### config.mk
export PLATFORM = sky130hd
export DESIGN_NAME = lpc_host_regs
export DESIGN_NICKNAME = d
export VERILOG_FILES = /design/src/rtl/lpc_host_regs.sv
export SDC_FILE = /design/constraint.sdc
export NUM_CORES = 1
export LEC_CHECK = 0
export ABC_CLOCK_PERIOD_IN_PS = 3150
export BUFFER_PORTS_ARGS = -buffer_cell sky130_fd_sc_hd__buf_2
export CAP_MARGIN = 15
export CORE_MARGIN = 2
export CORE_UTILIZATION = 25
export CTS_BUF_LIST = sky130_fd_sc_hd__clkbuf_8
export DETAILED_ROUTE_END_ITERATION = 10
export GPL_TIMING_DRIVEN = 0
export PLACE_DENSITY_LB_ADDON = 0.15
export SLEW_MARGIN = 10
export SYNTH_ARGS = -nofsm -noshare
export SYNTH_HDL_FRONTEND = slang
export SYNTH_SLANG_ARGS = --single-unit
### constraint.sdc
create_clock -name clk -period 3.15 [get_ports clk]
set_input_delay 0.63 -clock clk [delete_from_list [all_inputs] [get_ports clk]]
set_output_delay 0.63 -clock clk [all_outputs]
set_load 0.005 [all_outputs]
### src/rtl/lpc_host_regs.sv
module lpc_host_regs #(
  parameter int AW    = 8,
  parameter int LEN_W = 8,
  parameter int DEPTH = 16
) (
  input  logic             clk,
  input  logic             rst_n,
  input  logic             bus_wr,
  input  logic             bus_rd,
  input  logic [AW-1:0]    bus_addr,
  input  logic [31:0]      bus_wdata,
  output logic [31:0]      bus_rdata,
  output logic             eng_start,
  output logic             eng_write,
  output logic [1:0]       eng_cycle,
  output logic             eng_fixed_addr,
  output logic [31:0]      eng_addr,
  output logic [LEN_W-1:0] eng_count,
  output logic [7:0]       eng_tx_byte,
  output logic             eng_tx_empty,
  input  logic             eng_tx_pop,
  input  logic             eng_rx_push,
  input  logic [7:0]       eng_rx_byte,
  input  logic             eng_done,
  input  logic             eng_ok,
  output logic             irq
);
  localparam int PW = $clog2(DEPTH);
  localparam int CW = PW + 1;
  localparam logic [CW-1:0] FULL = CW'(DEPTH);

  localparam logic [AW-1:0] A_GO   = AW'(8'h00);
  localparam logic [AW-1:0] A_STAT = AW'(8'h04);
  localparam logic [AW-1:0] A_FLAG = AW'(8'h08);
  localparam logic [AW-1:0] A_LEN  = AW'(8'h10);
  localparam logic [AW-1:0] A_CMD  = AW'(8'h14);
  localparam logic [AW-1:0] A_ADR  = AW'(8'h20);
  localparam logic [AW-1:0] A_PUSH = AW'(8'h24);
  localparam logic [AW-1:0] A_POP  = AW'(8'h28);

  logic [3:0]       cmd;
  logic [LEN_W-1:0] len;
  logic [31:0]      adr;
  logic             idle, finished, done_flag;

  logic [7:0]    tx_mem [DEPTH];
  logic [7:0]    rx_mem [DEPTH];
  logic [PW-1:0] tx_wp, tx_rp, rx_wp, rx_rp;
  logic [CW-1:0] tx_cnt, rx_cnt;

  wire wr_go   = bus_wr && bus_addr == A_GO && bus_wdata[0];
  wire accept  = wr_go && idle && !(cmd[0] && len == '0);
  wire finish  = eng_done && !idle;
  wire tx_push = bus_wr && bus_addr == A_PUSH && tx_cnt != FULL;
  wire tx_pop  = eng_tx_pop && tx_cnt != '0;
  wire rx_push = eng_rx_push && rx_cnt != FULL;
  wire rx_pop  = bus_rd && bus_addr == A_POP && rx_cnt != '0;

  assign eng_write      = cmd[0];
  assign eng_cycle      = cmd[2:1];
  assign eng_fixed_addr = cmd[3];
  assign eng_addr       = adr;
  assign eng_count      = len;
  assign eng_tx_byte    = tx_mem[tx_rp];
  assign eng_tx_empty   = tx_cnt == '0;
  assign irq            = done_flag;

  always_ff @(posedge clk or negedge rst_n) begin
    if (!rst_n) begin
      cmd <= '0; len <= '0; adr <= '0;
      idle <= 1'b1; finished <= 1'b0; done_flag <= 1'b0; eng_start <= 1'b0;
    end else begin
      eng_start <= accept;
      if (bus_wr && bus_addr == A_CMD) cmd <= bus_wdata[3:0];
      if (bus_wr && bus_addr == A_LEN) len <= bus_wdata[LEN_W-1:0];
      if (bus_wr && bus_addr == A_ADR) adr <= bus_wdata;
      if (accept) begin
        idle     <= 1'b0;
        finished <= 1'b0;
      end else if (finish) begin
        idle     <= 1'b1;
        finished <= eng_ok;
      end
      if (finish) done_flag <= 1'b1;
      else if (bus_wr && bus_addr == A_FLAG && bus_wdata[1]) done_flag <= 1'b0;
    end
  end

  always_ff @(posedge clk) begin
    if (tx_push) tx_mem[tx_wp] <= bus_wdata[7:0];
    if (rx_push) rx_mem[rx_wp] <= eng_rx_byte;
  end

  always_ff @(posedge clk or negedge rst_n) begin
    if (!rst_n) begin
      tx_wp <= '0; tx_rp <= '0; tx_cnt <= '0;
      rx_wp <= '0; rx_rp <= '0; rx_cnt <= '0;
    end else begin
      if (tx_push) tx_wp <= PW'(tx_wp + 1'b1);
      if (tx_pop)  tx_rp <= PW'(tx_rp + 1'b1);
      tx_cnt <= tx_cnt + CW'(tx_push) - CW'(tx_pop);
      if (rx_push) rx_wp <= PW'(rx_wp + 1'b1);
      if (rx_pop)  rx_rp <= PW'(rx_rp + 1'b1);
      rx_cnt <= rx_cnt + CW'(rx_push) - CW'(rx_pop);
    end
  end

  always_comb begin
    bus_rdata = '0;
    if (bus_rd) begin
      case (bus_addr)
        A_STAT:  bus_rdata = {30'b0, finished, idle};
        A_FLAG:  bus_rdata = {30'b0, done_flag, 1'b0};
        A_LEN:   bus_rdata = 32'(len);
        A_CMD:   bus_rdata = {28'b0, cmd};
        A_ADR:   bus_rdata = adr;
        A_POP:   bus_rdata = (rx_cnt != '0) ? {24'b0, rx_mem[rx_rp]} : 32'b0;
        default: bus_rdata = '0;
      endcase
    end
  end
endmodule


* Word-level counts from Yosys, hierarchy flattened
Memories as Yosys holds them, arrays and structs flattened. Cells that the tools add are included. W data, S select, Z words.
Word-level totals: flip-flop bits (word level) 74, memory bits (writable) 256, input bits 56, output and inout bits 87, word-level logic and storage cells 71, memories 2
Cells by class: add/sub/neg operators 8, equality and inequality tests 9, multiplexer cells 13, reduce and logical (&&, ||, !) cells 26
Memories:
- rx_mem | depth 16, bits a word 8, read ports 1, clocked after Yosys merged registers in 0, wr ports 1, line 47 | logic [7:0] rx_mem [DEPTH];
- tx_mem | depth 16, bits a word 8, read ports 1, clocked after Yosys merged registers in 0, wr ports 1, line 46 | logic [7:0] tx_mem [DEPTH];
Operator list (count):
- $pmux W32 S6 | 1
- $mux W32 | 1
- $eq A8 B6 Y1 const B | 3
- $logic_and A1 B1 Y1 | 17
- $add A4 B1 Y4 const B | 4
- $eq A8 B5 Y1 const B | 2
- $logic_not A8 Y1 | 2
- $add A5 B1 Y5 | 2
- $mux W1 | 10
- $ne A5 B5 Y1 const B | 2
- $reduce_bool A5 Y1 | 2
- $sub A5 B1 Y5 | 2
- $eq A8 B3 Y1 const B | 1
- $eq A8 B4 Y1 const B | 1
- $mux W8 | 1
- $logic_not A5 Y1 | 1
- $reduce_bool A2 Y1 | 2
- $logic_not A1 Y1 | 2

* Depth between registers and ports, before layout
depth after elaboration 6, gate-level depth with buffers 14, mapped depth without buffers 13

* Least setup slack after synthesis
OpenSTA, ideal clock, no wires.
kind input -> register, start point input port bus_addr[6], end point register rx_cnt[4], setup time 0.123 ns, arrival time 3.160 ns, required time 3.027 ns, slack -0.133 ns, stages 14, path buffers 2, cell sequence buf_2 or4b_1 or2_1 or3_1 buf_6 clkinv_4 ha_1 inv_1 ha_1 fa_1 a21oi_1 nor2_1 nor2_1 xnor2_1
Between the ends: longest elaborated chain between the ends 4
RTL lines:
- start: declaration | line 10 | input logic [AW-1:0] bus_addr,
- $eq A8 B6 Y1 | line 57 | wire rx_pop = bus_rd && bus_addr == A_POP && rx_cnt != '0;
- $logic_and A1 B1 Y1 (2 in a row) | line 57
- named net rx_pop | line 57
- $sub A5 B1 Y5 | line 104 | rx_cnt <= rx_cnt + CW'(rx_push) - CW'(rx_pop);
- end signal: assignment | line 104
- end: declaration | line 49 | logic [CW-1:0] tx_cnt, rx_cnt;
The timed path passes the listed nets, and every way through them passes these cells. A chain may end at the register's enable or synchronous reset.

* Worst setup path in the final report
start point input port bus_addr[7], end point output port bus_rdata[7]
Between the ends: longest elaborated chain between the ends 3
RTL lines:
- $eq A8 B6 Y1 (tied with other cells) | line 111 | case (bus_addr)
- $pmux W32 S6 (*) | line 111
- $mux W32 (*) | line 110 | if (bus_rd) begin
- end: declaration | line 12 | output logic [31:0] bus_rdata,
Mark *: on every way between the ends. The rest lies on a longest branch, timed or not.

==> metrics <==
Initial Util 25.4%; fin crit period 3.19 ns; worst slack, placed -0.606 ns; Power Density 680 nW/µm²; Max-cap violations 0; clk_lat worst skew 0.65 ns; post-synthesis async set-or-reset flop share 22.4%; CP Class input pin to output port; post-synthesis cell type count 62; met1 Use GR 17.0%; die width 239 µm; Synth area leaders edfxtp_1, dfrtp_1, mux4_2; Clock Skew 0.0532 ns; commonest non-fill, non-tap cells in the layout edfxtp_1, buf_2, dfrtp_1; leading cell type in the layout, fill and taps excluded edfxtp_1; final worst slack -0.0414 ns; gr usage total 13.2%; Area Growth Syn to Fin 24.5%; I/O Pins 143; Gate Count Post-Synth 762; Avg Inst Size Synth 18.0 µm²; LEAKAGE 6.35 nW; H-tree level count 2; GRT Max-Usage Layer met2; final hold slack 0.214 ns; Core ar. 54100 µm²; DR vias 7569; number of flops mapped to enable cells by yosys 256; # setup viols final 10; Max Transition Viols Final 0; worst vdd ir 0.307 mV; wire per inst 21.6 µm; Hold Vio Cnt, Final 0; initial DRC count 371; hpwl dp 26100 µm; CTS tree done; critical path peak fanout 8; failing checks negative setup slack; Clock Tree Buf Depth 3; FILL cells 5295; largest net degree at the start of global routing 53; CTS root buffer clkbuf_8; total CTS buffers 58; CP Capture Type output port; Main synth FF type edfxtp_1; Clock transition at path regs 0.06 ns; Worst Max-Slew Pin Slew 1.07 ns; Core Util, Final 31.6%; Critical Path RT 2.52 ns; floorplan row count 85; clock sinks 330; critical path data arrival time 2.56 ns; vias per cell 4.39; first-pass GRT wire length 54200 µm; RSZ-0062 raised after global routing true; share of post-route cells with drive strength above 1 40.2%; DR DRC count 0; DRT Pass-1 Iters 6; register area share after synthesis 69.4%; fmax 0.313 GHz; area taken by multi-input logic gates 4200 µm²; final period utilization 101%; met3 Usage GRT 3.15%; register bit total from synthesis 330; grt met2 use 22.0%; nets@finish 1060; Mapped Area 13800 µm²; antenna-violating nets left 0; synth warn 0; status complete, but fails checks; Max-slew headroom 28.2%; wirelength, routed 37300 µm; vias in the first global route 7949; min-delay worst type input pin to flop; Port Buf Inserts 138; Die Height 239 µm; initial antenna violation count 5; area occupied by registers 9540 µm²; Synth top area share 55.9%; syn nets 842; GRT overflow 0; CP Launch Type input pin; post-synth top area cell edfxtp_1; Final Wtd Congestion 0.742; Die Area 56900 µm²
[synth_stat cells (3+ instances only)]
master,instances
edfxtp_1,256
dfrtp_1,73
mux4_2,64
mux2_2,47
and2_1,36
nor2_1,28
mux2i_1,23
ha_1,22
inv_1,19
clkbuf_1,18
nand2_1,18
a22oi_1,14
xnor2_1,12
buf_2,11
xor2_1,8
a21oi_1,6
nand2b_1,6
nand3b_1,6
nor2b_1,6
nor3_1,6
nor4_1,6
o21ai_0,6
nand3_1,5
buf_1,4
a2111oi_0,3
buf_6,3
nand4_1,3
nor4b_1,3
o32ai_1,3
[layer usage]
| layer | part of all wire (%) | vias to the layer above |
|---|---|---|
| li1 | - | 3433 |
| met2 | 49 | 164 |
| met4 | 1.9 | 4 |
| met1 | 44 | 3911 |
| met3 | 4.9 | 57 |
| met5 | 0.091 | - |
[kinds of logic after synthesis]
logic type	count (synthesis)	share of synthesized area (%)
xor+xnor	21	1.39
flops	330	69.4
mux	134	16.0
fa+ha+maj	24	2.29
simple gates	143	6.26
buf+inv	59	1.97
compound gates	51	2.70
[worst max-delay path, cell delays in order]
cell     delay [ns]
buf_6          0.12
or4b_1         0.51
or2_1          0.24
or3_4          0.38
buf_12         0.16
o32ai_4        0.33
buf_2          0.18
[what timing repair did]
| item | 4_1_cts | 5_1_grt |
|---|---|---|
| resized for setup | 78 | 19 |
| endpoints found under the setup margin | 37 | 37 |
| endpoints found under the hold margin | 22 | 0 |
| setup buffers | 7 | 1 |
| pin swaps | 5 | 4 |
| cloned | 2 | 2 |
| hold buffers | 1 | 0 |
[registers in the layout (all words and copies together), names as in the netlist]
signal,flops
tx_cnt,5
tx_rp,4
eng_start,1
tx_wp,4
rx_cnt,5
rx_rp,4
rx_mem,128
tx_mem,128
idle,1
eng_addr,32
cmd,4
irq,1
eng_count,8
rx_wp,4
finished,1
[power breakdown]
part | total (mW) | leakage (nW) | switching, mW | internal (mW)
registers | 5.23 | 3.27 | 0.187 | 5.04
clock network | 3.79 | 0.625 | 1.81 | 1.97
logic | 2.63 | 2.46 | 1.29 | 1.34
total | 11.6 | 6.35 | 3.29 | 8.36
[through the flow]
stage	power [mW]	cell area [µm²]	cells	setup TNS, ns
CTS	11.8	17000	1720	-1.38
global placement	7.66	15300	1596	-63.78
finish	11.6	17100	1724	-0.197
floorplan	6.82	13800	762	0
global route	12.3	17100	1723	-1.73
detailed placement	7.71	15500	1605	-28.33
[layout make-up]
| class | instances | share of cell area (%) |
|---|---|---|
| Sequential cell | 330 | 55.8 |
| Multi-Input combinational cell | 373 | 24.5 |
| Timing Repair Buffer | 160 | 5.61 |
| Tap cell | 696 | 5.09 |
| Clock buffer | 62 | 4.99 |
| Buffer | 36 | 2.02 |
| Clock inverter | 45 | 1.44 |
| Inverter | 21 | 0.534 |
| Antenna cell | 1 | 0.0146 |
[path summary, 6_finish.rpt]
check	start	cells after the start	slack (ns)	end
worst min-delay path	bus_wdata[14]	2	0.21	eng_addr[14]$_DFFE_PN0P_
worst max register to register	tx_cnt[3]$_DFF_PN0_	13	0.24	tx_cnt[4]$_DFF_PN0_
worst max-delay path	bus_addr[7]	7	-0.04	bus_rdata[7]
max in group asynchronous	rst_n	3	2.05	rx_rp[0]$_DFFE_PN0P_
min in group asynchronous	rst_n	2	0.43	eng_addr[29]$_DFFE_PN0P_
worst min register to register	eng_addr[24]$_DFFE_PN0P_	1	0.52	eng_addr[24]$_DFFE_PN0P_
No activity file was read; power rests on OpenSTA's default activity.
